$ cat src/rtl/evt_irq_agg.sv
module evt_irq_agg #(
  parameter int DW = 8
) (
  input  logic          clk,
  input  logic          rst_n,
  input  logic [5:0]    evt_pulse,
  input  logic [2:0]    reg_addr,
  input  logic          reg_wr,
  input  logic          reg_rd,
  input  logic [DW-1:0] reg_wdata,
  output logic [DW-1:0] reg_rdata,
  output logic          irq
);
  localparam int NE = 6;
  localparam int NS = 3;
  localparam logic [2:0] A_EVT = 3'd0, A_EN = 3'd1, A_NEW = 3'd2, A_SNAP = 3'd3,
                         A_STAT = 3'd4, A_SET = 3'd5, A_IEN = 3'd6;

  logic [NE-1:0] evt_q, en_q, new_q, snap_q;
  logic [NS-1:0] set_q, ien_q;
  logic          irq_q;

  wire wr_evt  = reg_wr && reg_addr == A_EVT;
  wire wr_en   = reg_wr && reg_addr == A_EN;
  wire wr_new  = reg_wr && reg_addr == A_NEW;
  wire wr_stat = reg_wr && reg_addr == A_STAT;
  wire wr_set  = reg_wr && reg_addr == A_SET;
  wire wr_ien  = reg_wr && reg_addr == A_IEN;
  wire rd_stat = reg_rd && reg_addr == A_STAT;

  wire [NE-1:0] ev_on  = evt_q & en_q;
  wire [NS-1:0] stat   = {|ev_on[5:2], ev_on[1], ev_on[0]} | set_q;
  wire [NS-1:0] st_clr = wr_stat ? reg_wdata[NS-1:0] : '0;
  wire [NE-1:0] evt_clr = (wr_evt ? reg_wdata[NE-1:0] : '0)
                        | ({{4{st_clr[2]}}, st_clr[1], st_clr[0]} & en_q);
  wire [NE-1:0] new_clr = (wr_new ? reg_wdata[NE-1:0] : '0) | {NE{rd_stat}};

  always_ff @(posedge clk) begin
    if (!rst_n) begin
      evt_q  <= '0;
      en_q   <= '0;
      new_q  <= '0;
      snap_q <= '0;
      set_q  <= '0;
      ien_q  <= '0;
      irq_q  <= 1'b0;
    end else begin
      evt_q <= (evt_q & ~evt_clr) | evt_pulse;
      new_q <= (new_q & ~new_clr) | evt_pulse;
      if (rd_stat) snap_q <= new_q;
      if (wr_en)   en_q   <= reg_wdata[NE-1:0];
      if (wr_ien)  ien_q  <= reg_wdata[NS-1:0];
      set_q <= (set_q & ~st_clr) | (wr_set ? reg_wdata[NS-1:0] : '0);
      irq_q <= |(stat & ien_q);
    end
  end

  always_comb begin
    reg_rdata = '0;
    case (reg_addr)
      A_EVT:   reg_rdata[NE-1:0] = evt_q;
      A_EN:    reg_rdata[NE-1:0] = en_q;
      A_NEW:   reg_rdata[NE-1:0] = new_q;
      A_SNAP:  reg_rdata[NE-1:0] = snap_q;
      A_STAT:  reg_rdata[NS-1:0] = stat;
      A_SET:   reg_rdata[NS-1:0] = set_q;
      A_IEN:   reg_rdata[NS-1:0] = ien_q;
      default: reg_rdata = '0;
    endcase
  end

  assign irq = irq_q;

  // a pulse always lands in both the sticky and new copies
  a_r2_pulse_sets: assert property (@(posedge clk) disable iff (!rst_n)
    (evt_pulse != '0) |=> (((evt_q & new_q) & $past(evt_pulse)) == $past(evt_pulse)));
  a_r3_w1c_evt: assert property (@(posedge clk) disable iff (!rst_n)
    (wr_evt && evt_pulse == '0) |=> ((evt_q & $past(reg_wdata[NE-1:0])) == '0));
  a_r6_snapshot: assert property (@(posedge clk) disable iff (!rst_n)
    rd_stat |=> (snap_q == $past(new_q)));
  a_r6_new_cleared: assert property (@(posedge clk) disable iff (!rst_n)
    rd_stat |=> (new_q == $past(evt_pulse)));
  a_r9_masked_quiet: assert property (@(posedge clk) disable iff (!rst_n)
    (ien_q == '0) |=> !irq);
endmodule

$ cat config.mk
export PLATFORM = sky130hd
export DESIGN_NAME = evt_irq_agg
export DESIGN_NICKNAME = d
export VERILOG_FILES = /design/src/rtl/evt_irq_agg.sv
export SDC_FILE = /design/constraint.sdc
export NUM_CORES = 1
export LEC_CHECK = 0
export BUFFER_PORTS_ARGS = -buffer_cell sky130_fd_sc_hd__buf_2
export CAP_MARGIN = 20
export CORE_ASPECT_RATIO = 0.6
export CORE_UTILIZATION = 50
export DETAILED_ROUTE_END_ITERATION = 8
export PLACE_DENSITY = 0.72
export SLEW_MARGIN = 20
export SYNTH_ARGS = -nofsm -noshare
export SYNTH_HDL_FRONTEND = slang
export SYNTH_SLANG_ARGS = --single-unit
$ cat constraint.sdc
create_clock -name clk -period 1.52 [get_ports clk]
set_input_delay 0.304 -clock clk [delete_from_list [all_inputs] [get_ports clk]]
set_output_delay 0.304 -clock clk [all_outputs]
set_load 0.05 [all_outputs]
==> impl_metrics.ini, run 1 <==
[grt]
grt_pass1_vias = 1422
grt_pass1_wl_um = 7350
grt-ovfl-total = 0
grt_start_max_net_pins = 23
gr-usage-all-layers = 0.309
antenna_found_initial = 0

[clock_tree]
hold_buffers = 0
clock-sinks = 31
clock_path_buffers = 2
cts_tree = yes
htree_levels = 2
cts-root-buf = clkbuf_8
tritoncts.num_buffers = 5
clk_pin_slew_ns = 0.06
clkLatencyLatePin_ns = 0.29

[sta]
fin_crit_sh = 1.19
min_period_ns = 1.81
fin_ws_ns = -0.292
whs_ns = 0.247
rsz0062_at_grt = true
hold_viol = 0
setup_violations = 6
final_max_slew_viol_count = 0
max_freq_mhz = 552
finalClockSkew_ns = 0.00748

[floorplanning]
num_rows = 15
core-area_mm2 = 0.00297
die_w_um = 75.3
fp.dieH_um = 46.0
die_area_mm2 = 0.00346
io_pins = 30
initial_core_util = 0.543

[finish]
antenna_cells = 0
area_growth_pct = 42.0
final_cells = 260
nNetsFinal = 238
layout-drive-gt1-share = 0.491
fill_cells = 207

[hold_path]
min_path_type = in -> reg

[synth]
synth_warnings = 0
ys_top_cells_by_count = 31 x dfxtp_1, 18 x mux2i_1, 18 x nor2_1
ys_ff_latch = 31
yosysMostFrequentCell = dfxtp_1
synthFlopType = dfxtp_1
netlist_area_mm2 = 0.00161
ys_types = 40
synth_edf_count = 0
synth_top_cell_by_area = dfxtp_1
async_reset_ff_frac = 0
yosysSeqAreaShare = 0.385
netlist_instances = 165
synth_area_per_cell_um2 = 9.77
synthTopCellsByArea = dfxtp_1 39%, mux2i_1 11%, nor2_1 4.2%
synth_top_area_frac = 0.385

[setup_path]
crit_buf_inv = 1
cp_slowest_cell = dfxtp_1
slowest_delay_ns = 0.33
critPathKind = reg -> out
start_kind = flip-flop
crit_chain = mux2_2 > a32oi_1 > o221ai_4 > buf_6
crit_path_end_kind = output port
worstPathMaxFanout = 2
cp_data_required_time_ns = 1.22
arrival_ns = 1.51
path_delay_family = compound AO/OA/AOI/OAI gates

[status]
status = complete, but fails checks
violations = setup timing

[pwr]
power.leakage_nw = 0.976
ir_drop_v = 0.000647
powerDensity_mw_per_mm2 = 943
power.total_mw = 2.16

[detailed_routing]
routedWlPerCell_um = 19.2
drc_errors = 0
ant_nets = 0
routed_via_density = 6.17
drt_iter0_markers = 139
first_pass_iters = 4
wl_um = 4980
vias = 1604

[place]
io_buffer_count = 25
dp_cells = 248
dp.final_hpwl_um = 3530
pre_cts_slack_ns = -0.344
gp_congestion = 0.899

[flow_run]
drv_cap = 0
-- per-stage QoR --
step	utilization	TNS [ns]	cell area [um2]
2_1_floorplan	-	-0.155	1720
3_3_place_gp	0.682	-2.45	2020
3_5_place_dp	0.682	-3.18	2020
4_1_cts	0.762	-1.23	2260
5_1_grt	0.772	-1.35	2290
6_report	0.772	-1.21	2290
-- final cells by class --
class,count,area (um2),area share
flip-flops and latches,31,641,0.280
repair buffers,58,439,0.192
multi-input cells,113,1010,0.441
well taps,42,52.6,0.0230
inverters,8,30.0,0.0131
clock inverters,2,35.0,0.0153
clock buffers,6,82.6,0.0361
-- per-layer routing --
layer	routed length, um	up-vias	part of all wire	GRT usage
li1	-	714	-	-
met1	2200	790	0.44	0.415
met2	2210	87	0.44	0.457
met3	484	13	0.097	0.104
met4	89	0	0.018	0.126
met5	0	-	0	0
-- logic make-up (layout without fill, tap and decap cells) --
kind of cell,Yosys count,in the layout,synth area share
AND/OR/NAND/NOR,51,51,0.179
AO/OA/AOI/OAI,35,35,0.176
flip-flops,31,31,0.385
multiplexers,25,25,0.182
buffers and inverters,22,74,0.0753
other,1,2,0.00233
-- report_power, final --
group	switching, mW	internal, mW	total (mW)
combinational	0.223	0.202	0.425
sequential	0.0315	0.854	0.886
clock	0.318	0.530	0.848
total	0.572	1.59	2.16
-- layout by cell type, fill, tap and decap left out, types with 4 or more instances in the layout --
| cell | Yosys | routed |
|---|---|---|
| o22ai_1 | 4 | 4 |
| nand4b_1 | 4 | 4 |
| buf_4 | 5 | 34 |
| dfxtp_1 | 31 | 15 |
| buf_2 | 3 | 17 |
| clkbuf_8 | 0 | 6 |
| nand2b_1 | 5 | 5 |
| and2_4 | 0 | 4 |
| inv_1 | 8 | 8 |
| mux2i_1 | 18 | 18 |
| nand2_1 | 7 | 7 |
| dfxtp_2 | 0 | 16 |
| a32o_1 | 6 | 6 |
| nor2_1 | 18 | 18 |
-- state kept, by name, indices dropped and copies added, names as in the netlist --
| signal | cells |
|---|---|
| irq | 1 |
| en_q | 6 |
| snap_q | 6 |
| ien_q | 3 |
| evt_q | 6 |
| new_q | 6 |
| set_q | 3 |
-- worst paths after layout --
kind / startpoint / to / slack, ns / cells after the start
setup / recovery: snap_q[2]$_SDFFE_PN0P_ / reg_rdata[2] / -0.29 / 4
hold / removal: evt_pulse[1] / evt_q[1]$_SDFF_PN0_ / 0.25 / 2
setup reg to reg: evt_q[4]$_SDFF_PN0_ / irq$_SDFF_PN0_ / 0.21 / 5
hold reg to reg: snap_q[5]$_SDFFE_PN0P_ / snap_q[5]$_SDFFE_PN0P_ / 0.50 / 2
-- repair_timing --
action	4_1_cts	5_1_grt
pin swaps	5	2
resized for setup	33	9
setup endpoints to repair	6	6
buffers inserted	2	2
No activity file was read; power rests on OpenSTA's default activity.
==> inputs of run 2 (changes only) <==
Settings changed: SETUP_SLACK_MARGIN set to 0.4.
==> run 2 against run 1 <==
Against the previous run: the run still ends with setup timing left; hold slack got worse by 0.0030 ns; clock skew decreased by 0.0012 ns; clock-buffer cell count unchanged; final cell count increased by 3.1%; sequential power about the same; final area increased by 9.4%; wire length increased by 16%; flip-flop and latch count unchanged; setup slack got worse by 0.052 ns; critical endpoint unchanged.
==> impl_metrics.ini, run 2 (synthesis results as in run 1) <==
[status]
status = complete, but fails checks
violations = setup timing

[grt]
antenna_found_initial = 0
grt_start_max_net_pins = 12
grt-ovfl-total = 0
grt_pass1_vias = 1566
grt_pass1_wl_um = 8040
gr-usage-all-layers = 0.333

[finish]
area_growth_pct = 55.4
fill_cells = 151
fin_util = 0.844
nNetsFinal = 246
layout-drive-gt1-share = 0.513
final_cell_mix = 30 x buf_4, 20 x dfxtp_1, 18 x nor2_1
antenna_cells = 0
final_cells = 268
layout_commonest_cell = buf_4

[floorplanning]
die_area_mm2 = 0.00346
fp.dieH_um = 46.0
core-area_mm2 = 0.00297
initial_core_util = 0.543
die_w_um = 75.3
io_pins = 30
num_rows = 15

[sta]
fin_ws_ns = -0.344
setup_violations = 6
setup-tns-final_ns = -1.45
min_period_ns = 1.86
hold_viol = 0
whs_ns = 0.244
rsz0062_at_grt = true
max_freq_mhz = 536
fin_crit_sh = 1.23
finalClockSkew_ns = 0.00628
final_max_slew_viol_count = 0

[clock_tree]
tritoncts.num_buffers = 5
clock_path_buffers = 2
clk_pin_slew_ns = 0.07
htree_levels = 2
cts-root-buf = clkbuf_8
cts_tree = yes
clock-sinks = 31
clkLatencyLatePin_ns = 0.29

[pwr]
powerDensity_mw_per_mm2 = 945
ir_drop_v = 0.000734
power.total_mw = 2.36
power.leakage_nw = 1.06

[detailed_routing]
drc_errors = 0
drt_iter0_markers = 168
ant_nets = 0
wl_um = 5780
first_pass_iters = 5
vias = 1717
routedWlPerCell_um = 21.6
routed_via_density = 6.41

[setup_path]
critPathKind = reg -> out
arrival_ns = 1.56
start_kind = flip-flop
crit_path_end_kind = output port
slowest_delay_ns = 0.41
cp_data_required_time_ns = 1.22
crit_chain = a222oi_1 > and2_4 > o221ai_4 > buf_6
cp_slowest_cell = a222oi_1
worstPathMaxFanout = 3

[place]
gp_congestion = 0.973
dp_cells = 246
io_buffer_count = 25
dp.final_hpwl_um = 3470

[flow_run]
drv_cap = 0

[hold_path]
min_path_type = in -> reg
## run 2: cell types whose count changed in the layout (fill, tap and decap cells not counted), moves of 3 or more
cell,change
buf_6,+9
dfxtp_2,-5
o22ai_2,+4
dfxtp_1,+5
buf_8,+3
buf_4,-4
o22ai_1,-4
## run 2: path summary, 6_finish.rpt
check	from	endpoint	slack [ns]	depth (start not counted)
worst max-delay path	evt_q[4]$_SDFF_PN0_	reg_rdata[2]	-0.34	4
worst max register to register	evt_q[4]$_SDFF_PN0_	irq$_SDFF_PN0_	0.17	5
worst min-delay path	evt_pulse[1]	evt_q[1]$_SDFF_PN0_	0.24	2
worst min register to register	snap_q[4]$_SDFFE_PN0P_	snap_q[4]$_SDFFE_PN0P_	0.52	2
## run 2: per-stage QoR
step / setup slack, ns / cell area [um2]
after global placement: -0.295 / 2020
final: -0.344 / 2500
after CTS: -0.327 / 2390
after global routing: -0.487 / 2500
after floorplan: -0.0723 / 1770
after detailed placement: -0.401 / 2020
## run 2: repair_timing
| item | CTS | global route |
|---|---|---|
| hold buffers | 0 | 0 |
| setup buffers | 8 | 6 |
| pin swaps | 9 | 10 |
| cloned | 0 | 0 |
| gates resized for setup | 49 | 18 |
| setup endpoints to repair | 32 | 31 |
## run 2: area by class of cell
type	count	area (um2)	area share
sequential	31	634	0.253
multi-input combinational	113	1070	0.427
clock buffer	6	72.6	0.0290
timing repair buffer	66	586	0.234
clock inverter	2	60.1	0.0240
inverter	8	30.0	0.0120
tap	42	52.6	0.0210
## run 2: power breakdown
part	total, mW	internal, mW	switching, mW
Sequential	0.885	0.853	0.0313
Combinational	0.490	0.239	0.251
Clock	0.990	0.655	0.334
## run 2: per-layer routing
metal	up-vias	wire length, um	track usage
li1	729	-	-
met1	841	2500	0.447
met2	122	2490	0.504
met3	25	587	0.131
met4	0	209	0.0852
met5	-	0	0
## run 2: worst max-delay path, delay by kind of cell, from the launching register on
family                 cells  cell delay, ns
buffers and inverters      1            0.18
AOI/OAI and AO/OA          2            0.51
DFF                        1            0.34
and+or+nand+nor            1            0.24
